===== config.mk =====
export PLATFORM = sky130hd
export DESIGN_NAME = bitlatch8_top
export DESIGN_NICKNAME = d
export VERILOG_FILES = /design/src/rtl/bitlatch8_pkg.sv /design/src/rtl/bl_mode_decode.sv /design/src/rtl/bl_index_decode.sv /design/src/rtl/bl_store.sv /design/src/rtl/bitlatch8_top.sv
export SDC_FILE = /design/constraint.sdc
export NUM_CORES = 1
export LEC_CHECK = 0
export ABC_AREA = 1
export BUFFER_PORTS_ARGS = -buffer_cell sky130_fd_sc_hd__buf_2
export CORE_AREA = 4 4 41 43
export CTS_CLUSTER_DIAMETER = 100
export DETAILED_ROUTE_END_ITERATION = 8
export DIE_AREA = 0 0 45 47
export HOLD_SLACK_MARGIN = 0.15
export PLACE_DENSITY = 0.64
export SLEW_MARGIN = 25
export SYNTH_ARGS = -nofsm -noshare
export SYNTH_HDL_FRONTEND = slang
export SYNTH_SLANG_ARGS = --single-unit

===== constraint.sdc =====
create_clock -name clk -period 1.21 [get_ports clk]
set_clock_uncertainty 0.2 [all_clocks]
set_input_delay 0.363 -clock clk [delete_from_list [all_inputs] [get_ports clk]]
set_output_delay 0.363 -clock clk [all_outputs]
set_load 0.05 [all_outputs]

===== src/rtl/bitlatch8_pkg.sv =====
package bitlatch8_pkg;
    typedef enum logic [1:0] {
        ST_WRITE = 2'd0,
        ST_HOLD  = 2'd1,
        ST_ROUTE = 2'd2,
        ST_WIPE  = 2'd3
    } bl_state_e;
endpackage


===== src/rtl/bl_mode_decode.sv =====
module bl_mode_decode
    import bitlatch8_pkg::*;
(
    input  logic      en_n,
    input  logic      clr,
    output bl_state_e state
);
    always_comb begin
        unique case ({clr, en_n})
            2'b00:   state = ST_WRITE;
            2'b01:   state = ST_HOLD;
            2'b10:   state = ST_ROUTE;
            default: state = ST_WIPE;
        endcase
    end
endmodule


===== src/rtl/bl_index_decode.sv =====
module bl_index_decode #(
    parameter int IDX_W = 3,
    localparam int NBITS = 1 << IDX_W
) (
    input  logic [IDX_W-1:0] sel,
    output logic [NBITS-1:0] hit
);
    for (genvar i = 0; i < NBITS; i++) begin : g_hit
        assign hit[i] = (sel == IDX_W'(i));
    end
endmodule


===== src/rtl/bl_store.sv =====
module bl_store
    import bitlatch8_pkg::*;
#(
    parameter int IDX_W = 3,
    localparam int NBITS = 1 << IDX_W
) (
    input  logic             clk,
    input  logic             rst,
    input  bl_state_e        state,
    input  logic             din,
    input  logic [IDX_W-1:0] sel,
    input  logic [NBITS-1:0] hit,
    output logic [NBITS-1:0] q
);
    logic [NBITS-1:0] q_nxt;
    logic [NBITS-1:0] din_fan;

    assign din_fan = {NBITS{din}};

    always_comb begin
        unique case (state)
            ST_WRITE: q_nxt = (q & ~hit) | (hit & din_fan);
            ST_HOLD:  q_nxt = q;
            ST_ROUTE: q_nxt = hit & din_fan;
            ST_WIPE:  q_nxt = '0;
            default:  q_nxt = q;
        endcase
    end

    always_ff @(posedge clk) begin
        if (rst) q <= '0;
        else     q <= q_nxt;
    end


    reset_zero_chk: assert property (@(posedge clk) rst |=> (q == '0));

    hold_stable_chk: assert property (@(posedge clk) disable iff (rst)
        (state == ST_HOLD) |=> $stable(q));

    wipe_zero_chk: assert property (@(posedge clk) disable iff (rst)
        (state == ST_WIPE) |=> (q == '0));

    write_bit_chk: assert property (@(posedge clk) disable iff (rst)
        (state == ST_WRITE) |=> (q[$past(sel)] == $past(din)));

    write_single_chk: assert property (@(posedge clk) disable iff (rst)
        (state == ST_WRITE) |=> ($countones(q ^ $past(q)) <= 1));

    route_onehot_chk: assert property (@(posedge clk) disable iff (rst)
        (state == ST_ROUTE) |=> ($onehot0(q) && (q[$past(sel)] == $past(din))));
endmodule


===== src/rtl/bitlatch8_top.sv =====
module bitlatch8_top
    import bitlatch8_pkg::*;
#(
    parameter int IDX_W = 3,
    localparam int NBITS = 1 << IDX_W
) (
    input  logic             clk,
    input  logic             rst,
    input  logic             din,
    input  logic [IDX_W-1:0] sel,
    input  logic             en_n,
    input  logic             clr,
    output logic [NBITS-1:0] q
);
    bl_state_e        state;
    logic [NBITS-1:0] hit;

    bl_mode_decode u_mode (
        .en_n  (en_n),
        .clr   (clr),
        .state (state)
    );

    bl_index_decode #(.IDX_W(IDX_W)) u_idx (
        .sel (sel),
        .hit (hit)
    );

    bl_store #(.IDX_W(IDX_W)) u_store (
        .clk   (clk),
        .rst   (rst),
        .state (state),
        .din   (din),
        .sel   (sel),
        .hit   (hit),
        .q     (q)
    );
endmodule


==> results.json <==
{
  "grt_pass1_vias": 458,
  "insertion_delay_ps": 260,
  "synth_edf_count": 0,
  "core_area_sq_um": 1300,
  "ant_nets": 0,
  "hold_viol_final": 0,
  "antenna_found_initial": 0,
  "worstSetupEndpointType": "output port",
  "timing.fmax_mhz": 761,
  "clockBufferDepth": 2,
  "cts-root-buf": "clkbuf_4",
  "crit_type": "reg -> out",
  "worstMarginPinSlew_ps": 297,
  "slew_headroom_pct": 80.2,
  "port_buffers": 15,
  "synth.most_common_cell": "nor2_1",
  "ys.flop_type": "dfxtp_1",
  "syn_area_per_cell_sq_um": 6.17,
  "hp-class": "in -> reg",
  "ys_ff_latch": 8,
  "grt_pass1_wl_mm": 1.88,
  "arrival_ps": 750,
  "power.density_nw_per_um2": 952,
  "h-tree-depth": 1,
  "rsz0062_at_grt": "true",
  "start_kind": "flip-flop",
  "worst-path-max-fanout": 2,
  "avgViaCountPerCell": 4.62,
  "whs_ps": 244,
  "io_pins": 16,
  "antenna_cells": 0,
  "grt-ovfl-total": 0,
  "first_pass_iters": 4,
  "cts_tree": "done",
  "clkSinkCount": 8,
  "peakVddDrop_v": 0.000317,
  "syn-cell-area_sq_um": 425,
  "die_y_um": 47,
  "report.final.slew_viol_count": 0,
  "die-area_sq_um": 2120,
  "async_flop_share_pct": 0,
  "path_cells": "buf_8",
  "dp.final_hpwl_um": 734,
  "ys.warnings.count": 0,
  "postCtsHoldBufs": 0,
  "start_util_pct": 32.7,
  "synthTopCellsByArea": "dfxtp_1 (38%), nor2_1 (15%), inv_1 (12%), a21oi_1 (9.4%), nand3_1 (9.4%)",
  "max_cap_violations": 0,
  "min_period_ps": 1310,
  "netlist.area_leader.share_pct": 37.6,
  "syn2layout_area_growth_pct": 49.1,
  "syn_inst": 69,
  "total_power_mw": 0.604,
  "synth.net_count": 77,
  "wl_mm": 1.03,
  "violations": "setup timing",
  "required_ps": 650,
  "cp_top_family": "flip-flops",
  "period_share_pct": 109,
  "drc": 0,
  "layout.nets": 97,
  "finalWeightedCongestion": 0.793,
  "grt_use_total_pct": 12.8,
  "drt_iter0_drc": 5,
  "rows": 13,
  "num_vias": 471,
  "synthTopCellsByCount": "nor2_1 (17), inv_1 (14), nand2_1 (9)",
  "setup_ws_ps": -104,
  "yosysTopAreaCell": "dfxtp_1",
  "dp_slack_ps": -57.3,
  "cpPeakStageDelay_ps": 340,
  "grt_max_degree": 9,
  "yosys.cell_types.count": 9,
  "final.setup.tns_ps": -748,
  "setup_viol": 8,
  "fp.dieW_um": 45,
  "clk_pin_slew_worst_paths_ps": 60,
  "outcome": "finished with violations",
  "cts_made_buffers": 3,
  "layout-drive-gt1-share_pct": 35.6,
  "routedWlPerCell_um": 10.1,
  "leakagePower_nw": 0.295,
  "cpMaxStageDelayCell": "dfxtp_2",
  "cp_num_buf_inv": 1,
  "yosysSeqAreaShare_pct": 37.6
}
## worst paths after layout
kind,start,end,slack [ps],cells past startpoint
min,rst,flip-flop,240,4
max,flip-flop,q[0],-100,1
max reg2reg,flip-flop,flip-flop,210,5
min reg2reg,flip-flop,flip-flop,390,4
## cell usage in the layout (no fill, tap or decap)
| cell type | Yosys | layout |
|---|---|---|
| dfxtp_2 | 0 | 8 |
| buf_4 | 0 | 1 |
| inv_1 | 14 | 14 |
| nor2_1 | 17 | 17 |
| buf_2 | 1 | 7 |
| nand2_1 | 9 | 9 |
| nor2_4 | 1 | 1 |
| nor2_2 | 3 | 3 |
| buf_8 | 0 | 8 |
| clkbuf_4 | 0 | 3 |
| a21oi_1 | 8 | 8 |
| nand3_1 | 8 | 8 |
## layout make-up
type	instances	area, sq um
fill	156	667
sequential	8	170
inverter	14	52.6
tap	15	18.8
clock buffer	3	22.5
timing repair buffer	16	163
multi-input combinational	46	208
## worst reg2reg max path: cells and delay by family, from the launching register on
family	cells	cell delay [ps]
flip-flops	1	330
buffers and inverters	2	160
AO/OA/AOI/OAI	1	110
AND/OR/NAND/NOR	2	90
## through the flow
step / area [sq um] / utilization, % / instances
2_1_floorplan: 425 / - / 69
5_1_grt: 634 / 48.8 / 102
3_5_place_dp: 514 / 39.5 / 98
3_3_place_gp: 514 / 39.5 / 98
6_report: 634 / 48.8 / 102
4_1_cts: 616 / 47.3 / 101
## timing repair
action | in CTS | in global routing
buffers inserted | 0 | 1
gates resized for setup | 29 | 3
endpoints found under the setup margin | 8 | 8
## report_power, final
group,switching (mW),internal (mW)
clock,0.0978,0.114
sequential,0.00526,0.271
combinational,0.0731,0.0426
total,0.176,0.428
## routing by layer
metal	GRT usage [%]	vias up	part of all wire, %
met1	13.9	203	43
met2	20.9	16	50
met5	0	-	0
li1	-	248	-
met3	4.60	4	5.8
met4	8.77	0	2.0
## logic make-up after synthesis
| family | count (synthesis) | synth area share [%] |
|---|---|---|
| compound gates | 8 | 9.41 |
| simple gates | 38 | 39.4 |
| flops | 8 | 37.6 |
| buf+inv | 15 | 13.5 |
Power figures use the tool's default switching activity.
